<file path="src/rtl/pwm_dec_pkg.sv">
package pwm_dec_pkg;

    localparam int SYM_W = 2;
    localparam int NREF  = (1 << SYM_W) - 1;

    typedef logic [SYM_W-1:0] sym_t;
    typedef logic [NREF-1:0]  therm_t;

    typedef enum logic {
        MEAS_IDLE = 1'b0,
        MEAS_RUN  = 1'b1
    } meas_state_e;

    typedef struct packed {
        sym_t sym;
        logic bad;
    } decode_t;

    // Age in clocks of reference point idx, measured from edge detection.
    function automatic int ref_age(input int idx, input int slot_clk, input int trim);
        return slot_clk * (idx + 1) + slot_clk / 2 + trim;
    endfunction

    // Thermometer to binary: symbol is the population count; a code that is
    // not a clean run of ones from bit 0 is flagged.
    function automatic decode_t therm_decode(input therm_t code);
        decode_t d;
        int      ones;
        therm_t  ideal;
        ones = 0;
        for (int i = 0; i < NREF; i++) begin
            if (code[i]) ones++;
        end
        ideal = '0;
        for (int i = 0; i < NREF; i++) begin
            if (i < ones) ideal[i] = 1'b1;
        end
        d.sym = sym_t'(ones);
        d.bad = (code != ideal);
        return d;
    endfunction

endpackage

</file>
<file path="src/rtl/pwm_edge_detect.sv">
module pwm_edge_detect (
    input  logic clk,
    input  logic rst,
    input  logic line_i,
    output logic level_o,
    output logic rise_o
);

    logic meta_q;
    logic sync_q;
    logic prev_q;

    always_ff @(posedge clk) begin
        if (rst) begin
            meta_q <= 1'b0;
            sync_q <= 1'b0;
            prev_q <= 1'b0;
        end else begin
            meta_q <= line_i;
            sync_q <= meta_q;
            prev_q <= sync_q;
        end
    end

    assign level_o = sync_q;
    assign rise_o  = sync_q & ~prev_q;

    // a rise is reported only on a fresh step of the synchronised level
    a_r2_single_rise : assert property (@(posedge clk) disable iff (rst)
        rise_o |=> !rise_o);

endmodule

</file>
<file path="src/rtl/pwm_ref_timer.sv">
module pwm_ref_timer
    import pwm_dec_pkg::*;
#(
    parameter int SLOT_CLK = 4,
    parameter int REF_TRIM = 0
) (
    input  logic            clk,
    input  logic            rst,
    input  logic            rise_i,
    output logic [NREF-1:0] ref_hit_o,
    output logic            abort_o
);

    localparam int LAST_AGE = ref_age(NREF - 1, SLOT_CLK, REF_TRIM);
    localparam int CNT_W    = $clog2(LAST_AGE + 1) + 1;

    meas_state_e      state_q;
    logic [CNT_W-1:0] age_q;
    logic             running;

    assign running = (state_q == MEAS_RUN);
    // An edge arriving while the last reference is still pending aborts.
    assign abort_o = rise_i & running;

    always_ff @(posedge clk) begin
        if (rst) begin
            state_q <= MEAS_IDLE;
            age_q   <= '0;
        end else if (rise_i) begin
            state_q <= MEAS_RUN;
            age_q   <= CNT_W'(1);
        end else if (running) begin
            if (age_q == CNT_W'(LAST_AGE)) begin
                state_q <= MEAS_IDLE;
            end else begin
                age_q <= age_q + CNT_W'(1);
            end
        end
    end

    for (genvar i = 0; i < NREF; i++) begin : g_ref
        localparam int AGE = ref_age(i, SLOT_CLK, REF_TRIM);
        assign ref_hit_o[i] = running & ~rise_i & (age_q == CNT_W'(AGE));
    end

    // the age stays inside the measurement window while running
    a_r2_age_window : assert property (@(posedge clk) disable iff (rst)
        running |-> (age_q >= CNT_W'(1)) && (age_q <= CNT_W'(LAST_AGE)));

    // an abort restarts the count from age one
    a_r5_abort_restart : assert property (@(posedge clk) disable iff (rst)
        abort_o |=> (state_q == MEAS_RUN) && (age_q == CNT_W'(1)));

    // reference hits are mutually exclusive
    a_r4_hits_onehot : assert property (@(posedge clk) disable iff (rst)
        $onehot0(ref_hit_o));

endmodule

</file>
<file path="src/rtl/pwm_therm_latch.sv">
module pwm_therm_latch
    import pwm_dec_pkg::*;
(
    input  logic            clk,
    input  logic            rst,
    input  logic            level_i,
    input  logic            rise_i,
    input  logic [NREF-1:0] ref_hit_i,
    input  logic            abort_i,
    output sym_t            sym_o,
    output logic            valid_o,
    output logic            err_o
);

    therm_t  therm_q;
    therm_t  cur_code;
    decode_t dec;
    logic    last_hit;

    assign last_hit = ref_hit_i[NREF-1];

    // Code as it stands this cycle, including a sample taken right now.
    always_comb begin
        for (int i = 0; i < NREF; i++) begin
            cur_code[i] = ref_hit_i[i] ? level_i : therm_q[i];
        end
    end

    assign dec = therm_decode(cur_code);

    always_ff @(posedge clk) begin
        if (rst) begin
            therm_q <= '0;
            sym_o   <= '0;
            valid_o <= 1'b0;
            err_o   <= 1'b0;
        end else begin
            if (rise_i) begin
                therm_q <= '0;
            end else begin
                therm_q <= cur_code;
            end
            valid_o <= last_hit;
            err_o   <= abort_i | (last_hit & dec.bad);
            if (last_hit) begin
                sym_o <= dec.sym;
            end
        end
    end

    // the strobe lasts a single cycle
    a_r4_valid_pulse : assert property (@(posedge clk) disable iff (rst)
        valid_o |=> !valid_o);

    // the symbol only moves together with its strobe
    a_r4_sym_hold : assert property (@(posedge clk) disable iff (rst)
        (sym_o != $past(sym_o)) |-> valid_o);

endmodule

</file>
<file path="src/rtl/pwm_serialiser.sv">
module pwm_serialiser
    import pwm_dec_pkg::*;
#(
    parameter int HALF_CLK = 16,
    parameter bit ENABLE   = 1'b1
) (
    input  logic clk,
    input  logic rst,
    input  logic load_i,
    input  sym_t sym_i,
    output logic ser_o
);

    if (ENABLE) begin : g_ser
        localparam int HC_W = (HALF_CLK > 1) ? $clog2(HALF_CLK) : 1;
        localparam int BL_W = $clog2(SYM_W + 1);

        sym_t            shreg_q;
        logic [HC_W-1:0] half_q;
        logic [BL_W-1:0] left_q;

        always_ff @(posedge clk) begin
            if (rst) begin
                shreg_q <= '0;
                half_q  <= '0;
                left_q  <= '0;
            end else if (load_i) begin
                shreg_q <= sym_i;
                half_q  <= '0;
                left_q  <= BL_W'(SYM_W);
            end else if (left_q != '0) begin
                if (half_q == HC_W'(HALF_CLK - 1)) begin
                    half_q  <= '0;
                    left_q  <= left_q - BL_W'(1);
                    shreg_q <= shreg_q << 1;
                end else begin
                    half_q <= half_q + HC_W'(1);
                end
            end
        end

        assign ser_o = (left_q != '0) ? shreg_q[SYM_W-1] : 1'b0;

        // nothing is driven when the shifter is empty
        a_r6_idle_zero : assert property (@(posedge clk) disable iff (rst)
            (left_q == '0) |-> !ser_o);

        // a load always starts with the MSB of the new symbol
        a_r6_msb_first : assert property (@(posedge clk) disable iff (rst)
            load_i |=> (ser_o == $past(sym_i[SYM_W-1])));
    end else begin : g_noser
        assign ser_o = 1'b0;
    end

endmodule

</file>
<file path="src/rtl/pwm_symbol_decoder.sv">
module pwm_symbol_decoder
    import pwm_dec_pkg::*;
#(
    parameter int SLOT_CLK = 4,
    parameter int REF_TRIM = 0,
    parameter int HALF_CLK = 16,
    parameter bit SER_EN   = 1'b1
) (
    input  logic             clk,
    input  logic             rst,
    input  logic             line_i,
    output logic [SYM_W-1:0] sym_o,
    output logic             sym_valid_o,
    output logic             sym_err_o,
    output logic             ser_o
);

    logic            level;
    logic            rise;
    logic [NREF-1:0] ref_hit;
    logic            abort;
    sym_t            sym;

    pwm_edge_detect u_edge (
        .clk     (clk),
        .rst     (rst),
        .line_i  (line_i),
        .level_o (level),
        .rise_o  (rise)
    );

    pwm_ref_timer #(
        .SLOT_CLK (SLOT_CLK),
        .REF_TRIM (REF_TRIM)
    ) u_timer (
        .clk       (clk),
        .rst       (rst),
        .rise_i    (rise),
        .ref_hit_o (ref_hit),
        .abort_o   (abort)
    );

    pwm_therm_latch u_latch (
        .clk       (clk),
        .rst       (rst),
        .level_i   (level),
        .rise_i    (rise),
        .ref_hit_i (ref_hit),
        .abort_i   (abort),
        .sym_o     (sym),
        .valid_o   (sym_valid_o),
        .err_o     (sym_err_o)
    );

    pwm_serialiser #(
        .HALF_CLK (HALF_CLK),
        .ENABLE   (SER_EN)
    ) u_ser (
        .clk    (clk),
        .rst    (rst),
        .load_i (sym_valid_o),
        .sym_i  (sym),
        .ser_o  (ser_o)
    );

    assign sym_o = sym;

    // the last reference sample is always followed by the strobe
    a_r4_valid_after_last : assert property (@(posedge clk) disable iff (rst)
        ref_hit[NREF-1] |=> sym_valid_o);

    // an aborted period raises the error and gives no strobe
    a_r5_abort_err : assert property (@(posedge clk) disable iff (rst)
        abort |=> sym_err_o && !sym_valid_o);

endmodule

</file>
<file path="config.mk">
export PLATFORM = sky130hd
export DESIGN_NAME = pwm_symbol_decoder
export DESIGN_NICKNAME = d
export VERILOG_FILES = /design/src/rtl/pwm_dec_pkg.sv /design/src/rtl/pwm_edge_detect.sv /design/src/rtl/pwm_ref_timer.sv /design/src/rtl/pwm_therm_latch.sv /design/src/rtl/pwm_serialiser.sv /design/src/rtl/pwm_symbol_decoder.sv
export SDC_FILE = /design/constraint.sdc
export NUM_CORES = 1
export LEC_CHECK = 0
export BUFFER_PORTS_ARGS = -buffer_cell sky130_fd_sc_hd__buf_2
export CORE_UTILIZATION = 55
export CTS_BUF_LIST = sky130_fd_sc_hd__clkbuf_2
export DETAILED_ROUTE_END_ITERATION = 7
export PLACE_DENSITY = 0.75
export SLEW_MARGIN = 25
export SYNTH_ARGS = -nofsm -noshare
export SYNTH_HDL_FRONTEND = slang
export SYNTH_SLANG_ARGS = --single-unit
</file>
<file path="constraint.sdc">
create_clock -name clk -period 2.1 [get_ports clk]
set_input_delay 0.315 -clock clk [delete_from_list [all_inputs] [get_ports clk]]
set_output_delay 0.315 -clock clk [all_outputs]
set_load 0.03 [all_outputs]
</file>
# Word level (Yosys, flattened, before mapping)
# Cells that the tools add are included.
# totals
reg_bits	24
input_bits	3
output_inout_bits	5
elab_cells	72
# op_classes
n_mux	23
bitwise	11
n_lt_le_gt_ge	3
reduce_logical	10
eq_ne	6
add_sub_neg	5
# ops
op	n
$mux 32	2
$add 32x2->32 const B	1
$lt 1x32->1 const A	1
$lt 2x32->1 const A	1
$lt 3x32->1 const A	1
$mux 1	14
$mux 2	6
$eq 5x4->1 const B	2
$reduce_and 2->1	4
$reduce_bool 2->1	4
$and 1x1->1	7
$add 5x1->5 const B	1
$eq 5x3->1 const B	1
$add 4x1->4 const B	1
$eq 4x4->1 const B	1
$mux 4	1
$reduce_or 2->1	2
$ne 3x3->1	1
$not 1->1	3
$add 1x1->2 const B	1
$ne 2x1->1 const B	1
$sub 2x1->2 const B	1
$or 1x1->1	1

# Logic depth before layout (Yosys ltp)
# depth
depth_word	16
ltp_mapped	12
mapped_depth_nobuf	12

# Hierarchy
# Synthesis repeated with hierarchy kept, for this count alone.
# unflattened
cells_unflattened	118
area_unflattened_um2	1116.1
# modules_own_cells
mod	cells_per_inst	instances	area_each_um2	seq_area_each_um2
pwm_serialiser	39	1	387.9	160.2
pwm_ref_timer	40	1	337.8	120.1
pwm_therm_latch	32	1	302.8	120.1
pwm_edge_detect	7	1	87.6	60.1

# Worst setup path before layout
# Ideal clock, no wire load.
# synth_timing
path_kind	flip-flop to flip-flop
from	register u_timer.age_q[0]
to	register u_latch.sym_o[0]
setup_ns	0.071
required_ns	2.029
stages_incl_launch_ff	13
slack_ns	0.224
n_path_buf	0
synth_period_minus_slack_ns	1.876
arrival_time_ns	1.806
cell_sequence	dfxtp_1 -> inv_1 -> ha_1 -> nand2_2 -> nor4bb_1 -> o22ai_2 -> inv_1 -> ha_1 -> inv_1 -> nand3_1 -> o21ai_0 -> nand2_1 -> a21oi_1
# synth_between
elab_chain_len	8
elab_cells_between_ends	14
cone_classes	add/sub (2); eq/ne (3); mux (6); bitwise (3)
# synth_rtl
item	line	source
start: declaration	pwm_ref_timer.sv:18	logic [CNT_W-1:0] age_q;
start signal: assignment	pwm_ref_timer.sv:36	age_q <= age_q + CNT_W'(1);
$eq 5x3->1 (*)	pwm_ref_timer.sv:43	assign ref_hit_o[i] = running & ~rise_i & (age_q == CNT_W'(AGE));
$and 1x1->1 (*)	pwm_ref_timer.sv:43	
$mux 1 (*)	pwm_therm_latch.sv:25	cur_code[i] = ref_hit_i[i] ? level_i : therm_q[i];
net u_latch.cur_code[0]	pwm_therm_latch.sv:16	therm_t cur_code;
$mux 1 (*)	pwm_dec_pkg.sv:32	if (code[i]) ones++;
$add 1x1->2	pwm_dec_pkg.sv:32	
$mux 32 (*)	pwm_dec_pkg.sv:32	
$add 32x2->32	pwm_dec_pkg.sv:32	
$mux 32 (*)	pwm_dec_pkg.sv:32	
end signal: assignment	pwm_therm_latch.sv:46	sym_o <= dec.sym;
end: declaration	pwm_therm_latch.sv:10	output sym_t sym_o,
# Mark *: on every way through the listed nets, which the timed path passes. The rest lies on a longest branch.
# A chain may end at the register's enable or synchronous reset.

# Worst setup path after layout
# Ends and elaborated chain as after synthesis.

==> results.txt <==
Routed wire per std cell = 12.85 um
crit-path max cell delay = 0.40 ns
routed vias/inst = 5.503
fin util = 69.14%
crit path time final = 2.074 ns
clock transition at the registers of the reported paths = 0.23 ns
Arr. time, crit path = 2.38 ns
clk sinks = 24
Yosys cell types = 34
chip height = 47.45 um
worst path cell trace = inv_1, ha_4, nand2_4, nor4bb_4, o22ai_2, inv_1, ha_1, inv_1, nand3_1, o21ai_0, nand2_1, a21oi_2
Mean Syn Cell Area = 8.946 um^2
Final period util = 98.78%
row count = 16
I/O Pins = 8
Hold Buf Count CTS = 0
Hold Fails Final Rpt = 0
Synth Net Count = 135
IO Port Bufs = 7
Setup TNS = 0 ns
Core Region = 1942 um^2
fin. max-slew vios = 0
asr flop ratio synth = 0%
pin count of the biggest net entering global routing = 17
leak pwr = 0.5267 nW
Worst EP required = 2.41 ns
Rel. slew slack = 76.03%
number of buffers created by CTS = 3
final setup vio count = 0
status = finished clean
maximum fanout along the worst path = 5
Pwr Total = 818.4 uW
DR vias = 930
CTS tree = yes
post-DP HPWL = 1474 um
1st-pass router iterations = 4
PwrDens = 609.6 nW/um^2
die area = 2252 um^2
detailed router's first-iteration violation count = 20
Ys Warns = 0
max-cap violations = 0
residual DRC count = 0
Seq cells post-synth = 24
post-synthesis cell type with the largest combined area = dfxtp_1
Longest Clk Path Bufs = 2
Clock Latency Late Sink = 0.34 ns
Slew @ Worst Pin = 0.3591 ns
Total Wirelength = 2171 um
final-layout fill cell count = 153
top cells by area, synth = dfxtp_1, ha_1, nor2_1
pre-CTS setup slack = 0.06210 ns
initial antenna violation count = 0
Max stage delay cell, worst path = dfxtp_4
final worst slack = 0.02561 ns
sequential cell area fraction in the yosys report = 42.29%
area grow syn2layout = 18.17%
Ant. Diodes = 0
GP Congestion = 0.8448
number of antenna-violating nets in the routed design = 0
Crit. End Element = register
Startpoint Class = register
worst path buffer plus inverter count = 3
Root Driver = clkbuf_2
Setup CP Type = reg2reg
worst min path class = in2reg
htree depth = 1
area share of the largest cell type after synthesis = 42.29%
Syn Std Cell Area = 1136 um^2
gr ovfl total = 0
vias in the first global route = 768
number of synthesized flops with an enable pin = 0
Starting Density = 58.51%
Final #Nets = 151
total track usage = 19.51%
share of cells above drive strength 1 = 23.24%
Synth Flop Type = dfxtp_1
fmax = 482.1 MHz
first-pass GRT wire length = 3091 um
Worst Clk Skew = 0.01870 ns
maximum VDD drop = 0.4789 mV
chip width = 47.45 um
most frequent CP cell = inv_1
post-synthesis cell count = 127
CP delay by family, top = simple AND/OR/NAND/NOR gates
## placed cells by master (no fill, tap or decap), types with 2 or more instances in the layout
cell	netlist	final
a21oi_1	9	8
buf_2	1	7
nand3_1	3	3
nand3b_1	2	2
inv_1	8	8
o21ai_0	2	2
nand4_1	2	2
xor2_1	5	5
a211oi_1	2	2
nor2_1	15	15
xnor2_1	3	3
nor2b_1	6	6
clkbuf_2	0	3
buf_4	0	9
nand2b_1	5	5
nor3_1	3	3
ha_1	5	4
nand4b_1	2	2
nand2_1	10	10
dfxtp_1	24	23
mux2i_1	2	2
## layer usage
| layer | vias to the layer above | routed length [um] | part of all wire [%] | global-route usage (%) |
|---|---|---|---|---|
| met3 | 7 | 91 | 4.2 | 4.528 |
| met1 | 440 | 930 | 43 | 21.35 |
| met2 | 27 | 1116 | 51 | 37.26 |
| li1 | 456 | - | - | - |
| met5 | - | 0 | 0 | 0 |
| met4 | 0 | 32 | 1.5 | 5.143 |
## final timing paths
path                       to             start  slack, ns  cells past startpoint
max          u_latch.sym_o[0]  u_timer.age_q[0]       0.03                     12
min             u_edge.meta_q            line_i       0.16                      2
max reg2reg  u_latch.sym_o[0]  u_timer.age_q[0]       0.03                     12
min reg2reg    u_edge.level_o     u_edge.meta_q       0.46                      1
## registers in the layout, indices dropped and copies added, names as in the netlist
name	flops
u_latch.valid_o	1
u_timer.running	1
u_edge.level_o	1
u_latch.therm_q	3
u_edge.meta_q	1
u_ser.g_ser.half_q	4
u_latch.sym_o	2
u_latch.err_o	1
u_edge.prev_q	1
u_ser.g_ser.shreg_q	2
u_ser.g_ser.left_q	2
u_timer.age_q	5
## final cells by class
type	count	area (um^2)	share of cell area, %
Inverter	8	30.03	2.237
Timing Repair Buffer	16	102.6	7.642
Sequential cell	24	484.2	36.07
Clock inverter	1	30.03	2.237
Tap cell	27	33.78	2.516
Multi-Input combinational cell	90	646.9	48.18
Clock buffer	3	15.01	1.118
## cell usage after synthesis (2+ instances only)
master / number
dfxtp_1: 24
mux2i_1: 2
nand3_1: 3
nand4_1: 2
nand2_1: 10
clkbuf_1: 3
nor2b_1: 6
a211oi_1: 2
xnor2_1: 3
nand3b_1: 2
nor3_1: 3
inv_1: 8
xor2_1: 5
o21ai_0: 2
a21oi_1: 9
nand4b_1: 2
nor3b_1: 2
ha_1: 5
nor2_1: 15
nand2b_1: 5
## cells by family after synthesis
group	after synthesis	share of synthesized area (%)
and+or+nand+nor	54	25.44
DFF	24	42.29
AOI/OAI and AO/OA	20	12.77
buffers and inverters	13	5.066
xor gates and xnor gates	8	6.168
adders and majority gates	5	5.507
muxes	3	2.753
## stage by stage
step | instances | hold WS, ns | cell area [um^2]
2_1_floorplan | 127 | 0.3866 | 1136
3_3_place_gp | 160 | 0.4232 | 1207
3_5_place_dp | 160 | 0.4341 | 1207
4_1_cts | 164 | 0.1497 | 1252
5_1_grt | 169 | 0.1396 | 1343
6_report | 169 | 0.1551 | 1343
## report_power, final
| part | internal [mW] | switching (mW) | leakage [nW] |
|---|---|---|---|
| Sequential | 0.463 | 0.00708 | 0.195 |
| Combinational | 0.0214 | 0.0258 | 0.305 |
| Clock | 0.164 | 0.137 | 0.0266 |
| Total | 0.649 | 0.170 | 0.527 |
## timing repair
action,CTS,global route
resized for setup,0,10
setup endpoints to repair,0,2
buffers inserted,0,5
Note: power is estimated with default switching activity, not from simulation.
